<file path="src/rtl/bypass_pkg.sv">
package bypass_pkg;

    localparam int REG_AW   = 5;
    localparam int DATA_W   = 32;
    localparam int OP_W     = 6;
    localparam int ZERO_REG = (1 << REG_AW) - 1;

    typedef enum logic [1:0] {
        CL_NONE   = 2'b00,
        CL_MEMCTL = 2'b01,
        CL_ALU_RR = 2'b10,
        CL_ALU_RC = 2'b11
    } op_class_t;

    typedef enum logic [1:0] {
        RF_PATH  = 2'd0,
        ALU_PATH = 2'd1,
        WB_PATH  = 2'd2
    } path_t;

    function automatic op_class_t class_of(input logic [OP_W-1:0] op);
        return op_class_t'(op[OP_W-1:OP_W-2]);
    endfunction

endpackage

</file>
<file path="src/rtl/bypass_src_decode.sv">
module bypass_src_decode
    import bypass_pkg::*;
#(
    parameter int SRC_SEL = 0
) (
    input  logic [OP_W-1:0] op,
    output logic            reads_src
);

    op_class_t cls;
    logic      memctl_reads;

    assign cls = class_of(op);

    always_comb begin
        unique case (op[3:0])
            4'h0, 4'h1, 4'h3, 4'h4, 4'h5: memctl_reads = 1'b1;
            default:                      memctl_reads = 1'b0;
        endcase
    end

    generate
        if (SRC_SEL == 0) begin : g_src_a
            always_comb begin
                unique case (cls)
                    CL_ALU_RR, CL_ALU_RC: reads_src = 1'b1;
                    CL_MEMCTL:            reads_src = memctl_reads;
                    default:              reads_src = 1'b0;
                endcase
            end
        end else begin : g_src_b
            always_comb begin
                unique case (cls)
                    CL_ALU_RR: reads_src = 1'b1;
                    default:   reads_src = 1'b0;
                endcase
            end
        end
    endgenerate

endmodule

</file>
<file path="src/rtl/bypass_path_select.sv">
module bypass_path_select
    import bypass_pkg::*;
(
    input  logic              reads_src,
    input  logic [REG_AW-1:0] rf_src,
    input  logic [OP_W-1:0]   alu_op,
    input  logic [REG_AW-1:0] alu_dest,
    input  logic              alu_valid,
    input  logic              wb_we,
    input  logic [REG_AW-1:0] wb_addr,
    output path_t             path
);

    logic src_live;
    logic alu_writes;
    logic alu_hit;
    logic wb_hit;

    assign src_live = reads_src && (rf_src != REG_AW'(ZERO_REG));

    always_comb begin
        unique case (class_of(alu_op))
            CL_ALU_RR, CL_ALU_RC: alu_writes = alu_valid;
            default:              alu_writes = 1'b0;
        endcase
    end

    assign alu_hit = src_live && alu_writes && (rf_src == alu_dest);
    assign wb_hit  = src_live && wb_we && (rf_src == wb_addr);

    always_comb begin
        if (alu_hit)     path = ALU_PATH;
        else if (wb_hit) path = WB_PATH;
        else             path = RF_PATH;
    end

endmodule

</file>
<file path="src/rtl/bypass_data_mux.sv">
module bypass_data_mux
    import bypass_pkg::*;
(
    input  path_t             path,
    input  logic [DATA_W-1:0] rf_rdata,
    input  logic [DATA_W-1:0] alu_result,
    input  logic [DATA_W-1:0] wb_data,
    output logic [DATA_W-1:0] opnd_out
);

    always_comb begin
        unique case (path)
            ALU_PATH: opnd_out = alu_result;
            WB_PATH:  opnd_out = wb_data;
            default:  opnd_out = rf_rdata;
        endcase
    end

endmodule

</file>
<file path="src/rtl/operand_bypass_sel.sv">
module operand_bypass_sel
    import bypass_pkg::*;
#(
    parameter int SRC_SEL = 0
) (
    input  logic [5:0]  rf_op,
    input  logic [4:0]  rf_src,
    input  logic [5:0]  alu_op,
    input  logic [4:0]  alu_dest,
    input  logic        alu_valid,
    input  logic        wb_we,
    input  logic [4:0]  wb_addr,
    input  logic [31:0] rf_rdata,
    input  logic [31:0] alu_result,
    input  logic [31:0] wb_data,
    output logic [31:0] opnd_out
);

    logic  reads_src;
    path_t path;

    bypass_src_decode #(.SRC_SEL(SRC_SEL)) u_decode (
        .op        (rf_op),
        .reads_src (reads_src)
    );

    bypass_path_select u_path (
        .reads_src (reads_src),
        .rf_src    (rf_src),
        .alu_op    (alu_op),
        .alu_dest  (alu_dest),
        .alu_valid (alu_valid),
        .wb_we     (wb_we),
        .wb_addr   (wb_addr),
        .path      (path)
    );

    bypass_data_mux u_mux (
        .path       (path),
        .rf_rdata   (rf_rdata),
        .alu_result (alu_result),
        .wb_data    (wb_data),
        .opnd_out   (opnd_out)
    );

endmodule

</file>
<file path="config.mk">
export PLATFORM = sky130hd
export DESIGN_NAME = operand_bypass_sel
export DESIGN_NICKNAME = d
export VERILOG_FILES = /design/src/rtl/bypass_pkg.sv /design/src/rtl/bypass_src_decode.sv /design/src/rtl/bypass_path_select.sv /design/src/rtl/bypass_data_mux.sv /design/src/rtl/operand_bypass_sel.sv
export SDC_FILE = /design/constraint.sdc
export NUM_CORES = 1
export LEC_CHECK = 0
export ABC_AREA = 1
export BUFFER_PORTS_ARGS = -buffer_cell sky130_fd_sc_hd__buf_2
export CAP_MARGIN = 25
export CORE_MARGIN = 5
export CORE_UTILIZATION = 35
export DETAILED_ROUTE_END_ITERATION = 8
export GPL_ROUTABILITY_DRIVEN = 0
export PLACE_DENSITY = 0.9
export SLEW_MARGIN = 20
export SYNTH_ARGS = -nofsm -noshare
export SYNTH_HDL_FRONTEND = slang
export SYNTH_HIERARCHICAL = 1
export SYNTH_SLANG_ARGS = --single-unit
</file>
<file path="constraint.sdc">
create_clock -name vclk -period 5
set_input_delay 0.5 -clock vclk [all_inputs]
set_output_delay 0.5 -clock vclk [all_outputs]
set_load 0.01 [all_outputs]
</file>
# Word-level counts from Yosys, hierarchy flattened
# Index checks and enable logic that the tools add are counted.
[totals] word_cells=29 register_bits=0
[op_classes] reduce_logical=9 eq_ne=14 muxes=6
[op_table] cell="32-bit case mux with 2 select lines" n=1
[op_table] cell="2-bit == test, second input constant" n=5
[op_table] cell="5-bit == test" n=2
[op_table] cell="4-bit by 3-bit == test with 1-bit output, second input constant" n=2
[op_table] cell="1-bit logical AND" n=5
[op_table] cell="5-bit != test, second input constant" n=1
[op_table] cell="5-bit OR reduction" n=1
[op_table] cell="2-bit by 1-bit == test with 1-bit output, second input constant" n=2
[op_table] cell="4-bit by 1-bit == test with 1-bit output, second input constant" n=1
[op_table] cell="4-bit by 2-bit == test with 1-bit output, second input constant" n=1
[op_table] cell="4-bit zero test" n=1
[op_table] cell="2-bit two-way mux" n=2
[op_table] cell="2-bit OR reduction" n=2
[op_table] cell="1-bit two-way mux" n=2
[op_table] cell="1-bit case mux with 2 select lines" n=1

# Logic depth before layout (Yosys ltp)
# Gate-level depths: netlist of run 1.
[depth] word_depth=11 depth_mapped=15 depth_no_buf=14

# Hierarchy
# The synthesis of run 1 kept the hierarchy.
[by_module_without_submodules] module="bypass_data_mux" n_inst=1 seq_area_each_um2=0.0 cells_per_inst=210 area_per_inst_um2=878.3
[by_module_without_submodules] module="bypass_path_select" n_inst=1 seq_area_each_um2=0.0 cells_per_inst=55 area_per_inst_um2=249.0
[by_module_without_submodules] module="bypass_src_decode" n_inst=1 seq_area_each_um2=0.0 cells_per_inst=8 area_per_inst_um2=32.5

# Worst setup path before layout of run 1
# No wires, ideal clock.
[synth_path] path_kind="input to output" startpoint="input rf_op[2]" endpoint="output opnd_out[0]" cell_stages=15 arrival_ns=1.834 path_slack_ns=2.666 path_cell_list="inv_1 -> nand2_1 -> nand2_1 -> nand2_1 -> nand2_1 -> o21a_1 -> nor2b_1 -> buf_4 -> inv_1 -> ha_1 -> buf_2 -> inv_2 -> buf_6 -> nand2_1 -> nand2_1"
[synth_rtl] item="start: declaration" line="operand_bypass_sel.sv:6" rtl="input logic [5:0] rf_op,"
[synth_rtl] item="4-bit by 1-bit == test with 1-bit output, or another cell as far along" line="bypass_src_decode.sv:16" rtl="unique case (op[3:0])"
[synth_rtl] item="5-bit OR reduction *" line="bypass_src_decode.sv:16"
[synth_rtl] item="1-bit two-way mux *" line="bypass_src_decode.sv:16"
[synth_rtl] item="1-bit case mux with 2 select lines *" line="bypass_src_decode.sv:25" rtl="unique case (cls)"
[synth_rtl] item="named net reads_src" line="operand_bypass_sel.sv:19" rtl="logic reads_src;"
[synth_rtl] item="1-bit logical AND *" line="bypass_path_select.sv:19" rtl="assign src_live = reads_src && (rf_src != REG_AW'(ZERO_REG));"
[synth_rtl] item="1-bit logical AND * (2 in series)" line="bypass_path_select.sv:28" rtl="assign alu_hit = src_live && alu_writes && (rf_src == alu_dest);"
[synth_rtl] item="named net u_path.alu_hit" line="bypass_path_select.sv:16" rtl="logic alu_hit;"
[synth_rtl] item="2-bit two-way mux *" line="bypass_path_select.sv:32" rtl="if (alu_hit) path = ALU_PATH;"
[synth_rtl] item="named net path[0]" line="operand_bypass_sel.sv:20" rtl="path_t path;"
[synth_rtl] item="2-bit == test / 2-bit by 1-bit == test with 1-bit output (equally long branches)" line="bypass_data_mux.sv:12" rtl="unique case (path)"
[synth_rtl] item="32-bit case mux with 2 select lines *" line="bypass_data_mux.sv:12"
[synth_rtl] item="end: declaration" line="operand_bypass_sel.sv:16" rtl="output logic [31:0] opnd_out"
# The timed path passes the listed nets; every way through them passes the cells marked *.

# Worst setup path in the final report of run 1
[layout_path] startpoint="input rf_op[2]" endpoint="output opnd_out[27]"
[layout_rtl] item="4-bit by 1-bit == test with 1-bit output, or another cell as far along" line="bypass_src_decode.sv:16"
[layout_rtl] item="5-bit OR reduction *" line="bypass_src_decode.sv:16"
[layout_rtl] item="1-bit two-way mux *" line="bypass_src_decode.sv:16"
[layout_rtl] item="1-bit case mux with 2 select lines *" line="bypass_src_decode.sv:25"
[layout_rtl] item="named net reads_src" line="operand_bypass_sel.sv:19"
[layout_rtl] item="1-bit logical AND *" line="bypass_path_select.sv:19"
[layout_rtl] item="1-bit logical AND * (2 in series)" line="bypass_path_select.sv:28"
[layout_rtl] item="2-bit two-way mux *" line="bypass_path_select.sv:32"
[layout_rtl] item="named net path[0]" line="operand_bypass_sel.sv:20"
[layout_rtl] item="2-bit == test / 2-bit by 1-bit == test with 1-bit output (equally long branches)" line="bypass_data_mux.sv:12"
[layout_rtl] item="32-bit case mux with 2 select lines *" line="bypass_data_mux.sv:12"
# Marks and branches as above.

==> impl_results.md, run 1 <==
- Hold Buf Count CTS: 0
- Layout area overhead: 62.68%
- ANT cells: 0
- Sequential fraction of design power: 0%
- Power per cell area: ~58 nW/um^2
- Synth cell types: 17
- Metal2 WL: roughly 2.3 mm
- DR vias/cell: 4.254
- Hold Crit Endpoint: opnd_out[17]
- Top cell by count, worst path: nand2_1
- Post-Syn Nets: 400
- Peak VDD IR: about 0.031 mV
- Cts repair resizes: 0
- Setup_tns: 0 ps
- Largest stage delay, worst path: around 420 ps
- Die ar.: between 4000 and 5000 um^2
- Slew @ Worst Pin: roughly 550 ps
- Final Max Tran Viols: 0
- CP required: approximately 4500 ps
- Crit path kind: primary input to primary output
- Sw Ratio: between 40 and 50%
- Layout cells sized above 1: between 40% and 50%
- Initial antenna violation count: 0
- Via count: 1957
- Reg area: 0 um^2
- Pre-antenna DRT Iters: 4
- Worst hold margin: 1279 ps
- Detailed Place HPWL: 3.664 mm
- Max_slew headroom: a little over three fifths
- Switching Power: 50.93 uW
- Mean Syn Cell Area: between 4 and 5 um^2
- Critical-path cell list: buf_2 > inv_1 > nand2_1 > nand2_1 > nand2_1 > nand2_1 > o21a_1 > nor2b_1 > inv_1 > ha_1 > buf_4 > inv_2 > nand2_1 > nand2_1 > buf_2
- Synth warn: 6
- Internal Power: between 50 and 60 uW
- Die span in y: 67.57 um
- Number of global-route vias before repair: approximately 1600
- DP Worst Slack: between 1500 and 2000 ps
- Layout Nets: 543
- First-pass GRT wire length: roughly 6.3 mm
- Post-synth top area cell: nand2_1
- DR WL/cell: around 9.5 um
- FMAX: around 340 MHz
- Core area: between 3000 and 4000 um^2
- Leak Pwr: roughly 0.0014 uW
- Endpoints failing hold: 0
- Min Tclk post-route: 2974 ps
- Critical path data arrival time: ~2500 ps
- Slowest CP cell: inv_2
- Starting density of the core: about a third
- # setup viols final: 0
- Global-route usage over all layers: between 10% and 20%
- Post-detailed-routing wire length: between 4 and 5 mm
- Crit path launch type: primary input
- Row cnt: 21
- Register area share after synthesis: 0%
- Maximum net fanout on the critical path: 33
- RSZ-0062 raised after global routing: no
- Endpoint kind of the worst setup timing path: primary output
- Synth top area share: a little under three quarters
- # IOs: around 160
- Port Buffers: between 150 and 200
- ANT nets after route: 0
- DRC Markers: 0
- Met1 WL: approximately 1.5 mm
- Post-Syn Instances: about 270
- Outcome: complete, no violations
- Max-cap viol count: 0
- Die width: roughly 68 um
- Top layer in use: met4
- Clock buffers: 0
- Tightest Hold Check Type: primary input to primary output
- Gr ovfl total: 0
- Seq_cells: 0
- Worst hold start: rf_rdata[17]
- Part of the cycle the worst path needs: about three fifths
- Pin count of the biggest net entering global routing: 34
- Clock network fraction of total power: 0%
- Met3 Wirelength: approximately 560 um
- Cell area after synthesis: about 1200 um^2
- Final worst setup slack: slightly above 2000 ps
- Initial DRC Count: 58
- Setup bufs post-CTS: 0
- Ranking of synthesized cells by area: nand2_1, buf_6, inv_1, ha_1, nor2_2
- Logic pwr share: 100.0%
- WHS Path Cells: 4
## stage by stage
stage	instance area (um^2)	util [%]	power, uW	std cells
floorplan	1160	-	45.70	273
global route	1887	57.45	123.6	460
CTS	1887	57.45	111.0	460
global placement	1857	56.53	108.1	458
detailed placement	1887	57.45	110.5	460
finish	1887	57.45	109.9	460
## worst max-delay path by stage
stage	from	to	slack [ps]	cells after the start
after global placement	rf_op[2]	opnd_out[19]	1990	14
final	rf_op[2]	opnd_out[27]	2030	15
after global routing	rf_op[2]	opnd_out[2]	1740	15
after detailed placement	rf_op[2]	opnd_out[27]	1990	15
after CTS	rf_op[2]	opnd_out[27]	1980	15
after floorplan	rf_op[2]	opnd_out[0]	2670	15
## critical path, delay by kind of cell
family / cells / cell delay, ps
and+or+nand+nor: 7 / 560
adders and majority gates: 1 / 280
buffers and inverters: 6 / 960
AOI/OAI and AO/OA: 1 / 130
## placed cells by master (no fill, tap or decap)
master	Yosys	final
buf_2	4	152
buf_4	1	1
buf_8	0	2
clkinv_1	1	1
ha_1	2	2
inv_1	13	13
inv_2	6	6
nand2_1	219	219
nand2_2	1	1
nand2_4	1	1
nand3_1	2	2
nand4_1	1	1
nor2_1	5	5
nor2_2	4	4
nor2b_1	1	1
o21a_1	1	1
xnor2_1	2	2
## synthesized netlist by cell type
cell type	instances
nand2_4	1
nor2_1	5
inv_2	6
nor2_2	4
nand2_2	1
clkinv_1	1
ha_1	2
nand4_1	1
nand3_1	2
inv_1	13
nor2b_1	1
o21a_1	1
buf_2	4
buf_6	9
buf_4	1
nand2_1	219
xnor2_1	2
## cell families (layout without fill, tap and decap cells)
group           after synthesis  after routing  synth area share [%]
xor+xnor                      2              2                 1.511
simple gates                234            234                 78.10
fa+ha+maj                     2              2                 2.157
compound gates                1              1                0.6475
buf+inv                      34            175                 17.58
## metal layers
metal  vias up  GRT usage [%]
li1       1074              -
met1       795          16.80
met2        86          34.75
met3         2          3.328
met4         0          1.266
met5         -              0
## layout make-up
type	count	area, um^2
fillers	354	1398
multi-input cells	239	955.9
repair buffers	155	798.3
inverters	20	75.07
well taps	46	57.56
## power groups by stage
stage               clock network, uW  logic (uW)  registers (uW)
detailed placement                  0         111               0
global placement                    0         108               0
finish                              0         110               0
floorplan                           0        45.7               0
CTS                                 0         111               0
global route                        0         124               0
Note: power is estimated with default switching activity, not from simulation.
==> inputs of run 2 (changes only) <==
--- a/config.mk
+++ b/config.mk
@@ -5,14 +5,14 @@
 export SDC_FILE = /design/constraint.sdc
 export NUM_CORES = 1
 export LEC_CHECK = 0
-export ABC_AREA = 1
+export ABC_AREA = 0
 export BUFFER_PORTS_ARGS = -buffer_cell sky130_fd_sc_hd__buf_2
 export CAP_MARGIN = 25
 export CORE_MARGIN = 5
-export CORE_UTILIZATION = 35
+export CORE_UTILIZATION = 24
 export DETAILED_ROUTE_END_ITERATION = 8
 export GPL_ROUTABILITY_DRIVEN = 0
-export PLACE_DENSITY = 0.9
+export PLACE_DENSITY = 0.79
 export SLEW_MARGIN = 20
 export SYNTH_ARGS = -nofsm -noshare
 export SYNTH_HDL_FRONTEND = slang
==> constraint.sdc (replaced) <==
create_clock -name vclk -period 2.6
set_input_delay 0.26 -clock vclk [all_inputs]
set_output_delay 0.26 -clock vclk [all_outputs]
set_load 0.01 [all_outputs]
==> run 2 against run 1 <==
Die area grew 2.9%; utilization decreased by 8.9 points; combinational power is 80% higher; critical endpoint is now opnd_out[19]; first-iteration DRC count increased by 5.2%; routed wire length fell by 8.7%; power up 80%; global-route usage is 2.7 points lower.
==> impl_results.md, run 2 <==
- Outcome: complete, no violations
- Initial antenna violation count: 0 (unchanged)
- Port Buffers: 152 (unchanged)
- Gr ovfl total: 0 (unchanged)
- Seq_cells: 0 (unchanged)
- CP required: 2340 ps (-2160 ps)
- Reg area: 0 um^2 (unchanged)
- Top-count cell post-synth: nand2_1
- Sequential fraction of design power: 0% (unchanged)
- Final worst setup slack: 333.4 ps (-1692 ps)
- Pre-antenna DRT Iters: 4 (unchanged)
- Area occupied by multi-input gates: 725.7 um^2 (-24%)
- Logic pwr share: 100.0% (about the same)
- Final Max Tran Viols: 0 (unchanged)
- RSZ-0062 raised after global routing: no
- Crit path kind: primary input to primary output
- Setup_tns: 0 ps (unchanged)
- Synth cell types: 18 (+1)
- Layout Nets: 410 (-24%)
- ANT nets after route: 0 (unchanged)
- # IOs: 157 (unchanged)
- Dpl cells: 327 (-29%)
- ANT cells: 0 (unchanged)
- DRC Markers: 0 (unchanged)
- Peak VDD IR: 0.05182 mV (+65%)
- Most common cell after layout, fill and taps aside: buf_2
- First-pass GRT wire length: 5.340 mm (-15%)
- Row cnt: 21 (unchanged)
- DR WL/cell: 12.20 um (+28%)
- Via count: 1562 (-20%)
- Hold Buf Count CTS: 0 (unchanged)
- Ranking of synthesized cells by area: a22oi_1, o21ai_1, nand2_1, xnor2_1, buf_2
- Core area: 3337 um^2 (+1.6%)
- Crit path launch type: primary input
- Slew @ Worst Pin: 251.7 ps (-301.8 ps)
- Post-Syn Instances: 137 (-50%)
- Switching Power: 85.17 uW (+67%)
- Starting density of the core: 24.63% (-11 points)
- Post-Layout Inst Area: 1622 um^2 (-14%)
- Die width: 68.53 um (+1.4%)
- Internal Power: 113.0 uW (+92%)
- Mean Syn Cell Area: 6.000 um^2 (+41%)
- DR vias/cell: 4.777 (+12%)
- Synth top area share: 29.22% (-42 points)
- FMAX: 441.2 MHz
- Max_slew headroom: 83.13% (+20 points)
- Crit path launch: rf_op[3]
- Critical Path Sink: opnd_out[19]
- Power per cell area: 122.2 nW/um^2 (+110%)
- Maximum net fanout on the critical path: 30 (-9.1%)
- Pin count of the biggest net entering global routing: 35 (+2.9%)
- Cell area after synthesis: 822.0 um^2 (-29%)
- Die span in y: 68.53 um (+1.4%)
- Number of global-route vias before repair: 1316 (-20%)
- Leak Pwr: 0.0008674 uW (-36%)
- Initial DRC Count: 61 (+5.2%)
- Endpoint kind of the worst setup timing path: primary output
- Part of the cycle the worst path needs: between 80% and 90%
- Layout area overhead: 97.26%
- DP Worst Slack: 314.1 ps (-1672 ps)
- Setup bufs post-CTS: 0 (unchanged)
- Sw Ratio: 42.97% (-3.4 points)
- Tightest Hold Check Type: primary input to primary output
- Detailed Place HPWL: 3.495 mm (-4.6%)
- Post-detailed-routing wire length: 3.988 mm (-8.7%)
- Synth warn: 6 (unchanged)
- # setup viols final: 0 (unchanged)
- Max-cap viol count: 0 (unchanged)
- Critical path data arrival time: 2010 ps (-460 ps)
- Endpoints failing hold: 0 (unchanged)
- Global-route usage over all layers: 13.87% (-2.7 points)
- Layout cells sized above 1: 57.65% (+17 points)
- Final Non-Filler Cells: 327 (-29%)
- Placed Instance Area: 1622 um^2 (-14%)
- Clock buffers: 0 (unchanged)
- Die ar.: 4696 um^2 (+2.9%)
- Clock network fraction of total power: 0% (unchanged)
- Cts repair resizes: 0 (unchanged)
- Min Tclk post-route: ~2300 ps
- Commonest non-fill, non-tap cells in the layout: buf_2, nand2_1, a22oi_1
- Register area share after synthesis: 0% (unchanged)
- Synth cell count leaders: nand2_1, a22oi_1, o21ai_1
- Post-Syn Nets: 264 (-34%)
- Fill count: 360 (+1.7%)
- Post-synth top area cell: a22oi_1
## run 2: cell count changes after synthesis, moves of 11 or more
cell     delta
o21ai_1    +31
nand2_1   -186
a22oi_1    +32
inv_1      -11
## run 2: critical path, cell delays in order
cell	delay [ps]
buf_2	100
nor2b_1	110
a2bb2oi_1	170
o21ai_1	120
nor3_2	290
nor3_2	90
ha_2	390
buf_12	170
nand2_1	60
o21ai_1	80
buf_2	150
## run 2: how the worst min path moves through the flow
stage / start / depth (start not counted) / endpoint
global route: rf_rdata[29] / 4 / opnd_out[29]
detailed placement: rf_rdata[29] / 4 / opnd_out[29]
finish: rf_rdata[29] / 4 / opnd_out[29]
global placement: rf_rdata[29] / 4 / opnd_out[29]
floorplan: rf_rdata[28] / 2 / opnd_out[28]
CTS: rf_rdata[29] / 4 / opnd_out[29]
## run 2: cells by family (layout without fill, tap and decap cells)
group / count (synthesis) / after routing / synth area share (%)
xor+xnor: 10 / 10 / 10.65
buf+inv: 16 / 160 / 12.02
compound gates: 66 / 66 / 50.38
simple gates: 43 / 43 / 23.90
fa+ha+maj: 2 / 2 / 3.044
## run 2: cell type report
class	count	share of cell area, %
inverters	2	0.4630
well taps	46	3.549
repair buffers	158	51.23
multi-input cells	121	44.75
## run 2: metal layers
metal / track usage, % / vias up / part of all wire (%)
met5: 0 / - / 0
met4: 0.4963 / 0 / 0.30
met3: 2.755 / 2 / 15
met2: 28.84 / 86 / 53
met1: 14.63 / 681 / 32
li1: - / 793 / -
## run 2: metrics by stage
stage	total power, uW	hold WS [ps]	utilization (%)
finish	198.2	810.0	48.59
detailed placement	200.1	811.5	48.59
global route	219.8	831.4	48.59
global placement	195.8	809.0	48.59
floorplan	72.59	642.6	-
CTS	200.8	812.5	48.59
## run 2: power groups by stage
| stage | clock network (uW) | logic (uW) | registers (uW) |
|---|---|---|---|
| global placement | 0 | 196 | 0 |
| detailed placement | 0 | 200 | 0 |
| global route | 0 | 220 | 0 |
| finish | 0 | 198 | 0 |
| CTS | 0 | 201 | 0 |
| floorplan | 0 | 72.6 | 0 |
